[src/rtl/i2c_arb_addr_flags.sv]
module i2c_arb_addr_flags #(
  parameter int AW = 7
) (
  input  logic          clk,
  input  logic          rst_n,
  input  logic          scl_pin,
  input  logic          sda_pin,
  input  logic          scl_drv,
  input  logic          sda_drv,
  input  logic          is_master,
  input  logic          is_tx,
  input  logic [AW-1:0] own_addr1,
  input  logic [AW-1:0] own_addr2,
  input  logic          addr2_fmt,
  input  logic          start_det,
  input  logic          addr_done,
  input  logic [AW:0]   addr_byte,
  input  logic          sts_rd,
  input  logic          sts_wr,
  input  logic [2:0]    sts_wdata,
  input  logic          dat_rd,
  input  logic          dat_wr,
  output logic          arb_lost,
  output logic          addr1_hit,
  output logic          addr2_hit,
  output logic [2:0]    sts_rdata
);

  logic       scl_q, first_pend;
  logic [2:0] flag, rd1, hw_set, hw_clr, sw_clr;

  wire mtx      = is_master & is_tx;
  wire scl_rise = scl_pin & ~scl_q;
  wire scl_fall = ~scl_pin & scl_q;
  wire frame    = addr_done & first_pend;
  wire [AW-1:0] adr = addr_byte[AW:1];

  assign hw_set[0] = mtx & ((scl_rise & (sda_drv ^ sda_pin)) | (scl_fall & scl_drv));
  assign hw_set[1] = frame & ((adr == own_addr1) | (addr_byte == '0));
  assign hw_set[2] = frame & ~is_master & ~is_tx & ~addr2_fmt & (adr == own_addr2);

  assign hw_clr = {start_det | is_master, 1'b0, (dat_wr & is_tx) | (dat_rd & ~is_tx)};
  assign sw_clr = {3{sts_wr}} & ~sts_wdata & rd1;

  always_ff @(posedge clk) scl_q <= scl_pin;

  always_ff @(posedge clk or negedge rst_n) begin
    if (!rst_n) begin
      flag       <= '0;
      rd1        <= '0;
      first_pend <= 1'b0;
    end else begin
      flag <= hw_set | (flag & ~(hw_clr | sw_clr));
      rd1  <= sts_wr ? 3'b000 : ((rd1 | ({3{sts_rd}} & flag)) & ~hw_set);
      if (start_det)      first_pend <= 1'b1;
      else if (addr_done) first_pend <= 1'b0;
    end
  end

  assign arb_lost  = flag[0];
  assign addr1_hit = flag[1];
  assign addr2_hit = flag[2];
  assign sts_rdata = flag;

endmodule


[config.mk]
export PLATFORM = sky130hd
export DESIGN_NAME = i2c_arb_addr_flags
export DESIGN_NICKNAME = d
export VERILOG_FILES = /design/src/rtl/i2c_arb_addr_flags.sv
export SDC_FILE = /design/constraint.sdc
export NUM_CORES = 1
export LEC_CHECK = 0
export BUFFER_PORTS_ARGS = -buffer_cell sky130_fd_sc_hd__buf_2
export CAP_MARGIN = 0
export CELL_PAD_IN_SITES_DETAIL_PLACEMENT = 1
export CELL_PAD_IN_SITES_GLOBAL_PLACEMENT = 1
export CORE_AREA = 2 2 65 42
export CTS_CLUSTER_SIZE = 40
export DETAILED_ROUTE_END_ITERATION = 7
export DIE_AREA = 0 0 67 44
export GPL_ROUTABILITY_DRIVEN = 0
export PLACE_DENSITY_LB_ADDON = 0.1
export SKIP_LAST_GASP = 1
export SLEW_MARGIN = 5
export SYNTH_ARGS = -nofsm -noshare
export SYNTH_HDL_FRONTEND = slang
export SYNTH_SLANG_ARGS = --single-unit
[constraint.sdc]
create_clock -name clk -period 1.4 [get_ports clk]
set_input_delay 0.07 -clock clk [delete_from_list [all_inputs] [get_ports clk]]
set_output_delay 0.07 -clock clk [all_outputs]
set_load 0.02 [all_outputs]
==> summary.txt <==
Global routing
  – Vias in the first global route: 617
  – GRT Util Overall: a little over an eighth
  – Aggregate global routing overflow: 0
  – Initial antenna violation count: 0
  – Largest net degree at the start of global routing: 8
  – Global-route wire length before repair: 2.829 mm

Logic synthesis
  – Mapped Nets: roughly 100
  – Synth area leaders: dfrtp_1 31%, xor2_1 12%, xnor2_1 11%
  – Seq cells post-synth: 8
  – Seq/Total Area, Yosys: 34.74%
  – Gate Count Post-Synth: 63
  – EDFF count, synth: 0
  – Async S/R FF share, synth: 87.50%
  – Synth cell count leaders: 8 x xor2_1, 7 x dfrtp_1, 7 x xnor2_1, 5 x o21ai_0
  – Ys Warns: 0
  – Cell variety after synth: 23
  – Area leader, netlist: dfrtp_1
  – Top-count cell post-synth: xor2_1
  – Mapped cell area: around 560 um2
  – Share of Yosys cell area claimed by the top area cell type: a little under a third
  – Syn Area/Cell: 8.917 um2
  – Dominant synthesized flop cell: dfrtp_1

STA
  – Clock skew: 1.106 ps
  – Fin. Hold Viols: 0
  – F_max: 0.8388 GHz
  – Final period util: 85.15%
  – Max_slew headroom: between 60% and 70%
  – Setup TNS Final: 0 ps
  – Unrepaired setup endpoints after global routing: no
  – Slew @ Worst Pin: 465.0 ps
  – Final setup viols: 0
  – Max Slew Vio Count: 0
  – Final min period: 1192 ps
  – Hold Slack: around 45 ps

Clock tree
  – Root Buffer: clkbuf_8
  – H-tree depth: 1
  – CTS Sinks: 8
  – CTS tree: yes
  – Clk pin slew, worst setup/hold paths: 40 ps
  – Clk_lat worst skew: around 230 ps
  – Clock Path Buffers: 2
  – Post-CTS Setup Bufs: 0
  – CTS buffer count: 3

Place
  – Placed Area: 804.5 um2
  – Number of buffers added on ports: 45

Die
  – FP Rows: 14
  – Die X: 67 um
  – Core area: 2382 um2
  – Die area: roughly 2900 um2
  – Die height: 44 um
  – Initial core utilization: roughly a quarter
  – I/O pin cnt: 46

Routing
  – Final wirelength: 1.776 mm
  – Drt pass-1 iters: 4
  – DR WL/cell: between 10 and 15 um
  – Vias/cell: 4.343
  – Vias: 621
  – Antenna Nets Post-Route: 0
  – DRC: 0
  – Initial DRC Count: 11

Finish
  – Nets: between 150 and 200
  – Ant. Diodes: 0
  – Area Overhead vs Synth: 54.79%
  – Finished Cell Area: 869.6 um2
  – Fin util: 36.50%
  – Layout cells sized above 1: 43.24%

Worst setup path
  – Required time at the worst-slack endpoint: 1520 ps
  – R2R cell count: 3
  – Critical Path Sink Type: flop
  – Critical Setup Path Class: flop to flop
  – Max FO, Critical Path: 3
  – R2R Path Start: first_pend
  – Critical Path Source Type: flop
  – Worst Setup SP: first_pend
  – Crit path DAT: 1310 ps

Min path
  – Tightest Hold Check Type: primary input to flop
  – Worst hold path depth: 2
  – Worst hold start: start_det

Pwr
  – VDD IR-drop max: about 0.37 mV
  – P_leak: 0.4271 nW
  – PwrDens: 807.0 nW/um2

Run status
  – Status: finished, final reports clean

Run
  – Max-Cap Viols: 0
## layer usage
metal / up-vias / part of all wire [%] / track usage [%]
met3: 3 / 8.3 / 6.234
met4: 0 / 0.56 / 3.673
met1: 276 / 51 / 19.12
met5: - / 0 / 0
met2: 22 / 40 / 17.82
li1: 320 / - / -
## sequential cells by signal (all words and copies together) (netlist names)
name        flops
rd1             3
first_pend      1
scl_q           1
sts_rdata       3
## final cells by class
class / instances / area, um2
fill: 315 / 1513
multi-input combinational: 50 / 336.6
timing repair buffer: 47 / 245.2
sequential: 8 / 195.2
clock buffer: 4 / 45.04
tap: 32 / 40.04
inverter: 2 / 7.507
## power by group
part           switching (mW)  internal (mW)  total, mW
clock                  0.0964          0.198      0.294
sequential            0.00617          0.241      0.247
combinational          0.0771         0.0833      0.160
total                   0.180          0.522      0.702
## layout by cell type, fill, tap and decap left out, types with 3 or more instances in the layout
cell type / n
buf_2: 45
a21oi_1: 3
xnor2_1: 7
xor2_1: 8
nand3b_1: 3
dfrtp_1: 7
nor4_1: 4
o21ai_0: 5
nor2_1: 4
nand2_1: 3
clkbuf_8: 3
## final timing paths
path,end,slack [ps]
worst max-delay path,rd1[2],210
worst min-delay path,first_pend,40
worst max register to register,rd1[2],210
worst min register to register,rd1[1],490
max in group asynchronous,sts_rdata[2],1030
min in group asynchronous,first_pend,210
## cells by family after synthesis
kind of cell              count (synthesis)  share of synthesized area, %
DFF                                       8                         34.74
AOI/OAI and AO/OA                        16                         17.37
buffers and inverters                     5                         5.345
xor gates and xnor gates                 15                         23.39
and+or+nand+nor                          19                         19.15
## stage by stage
stage	instances	power (mW)	setup slack [ps]
after floorplan	63	0.3179	284.7
after global placement	137	0.4053	237.7
after detailed placement	137	0.4080	220.0
after CTS	143	0.7113	210.5
after global routing	143	0.7503	170.7
final	143	0.7017	207.9
## critical path: stages, from the launching register on
cell and delay, ps:
dfrtp_1 370, nand2_1 90, or4_1 430, o21a_1 200
## timing repair
action,4_1_cts,5_1_grt
hold buffers,2,0
resized for setup,0,0
endpoints found under the hold margin,8,0
No activity file was read; power rests on OpenSTA's default activity.
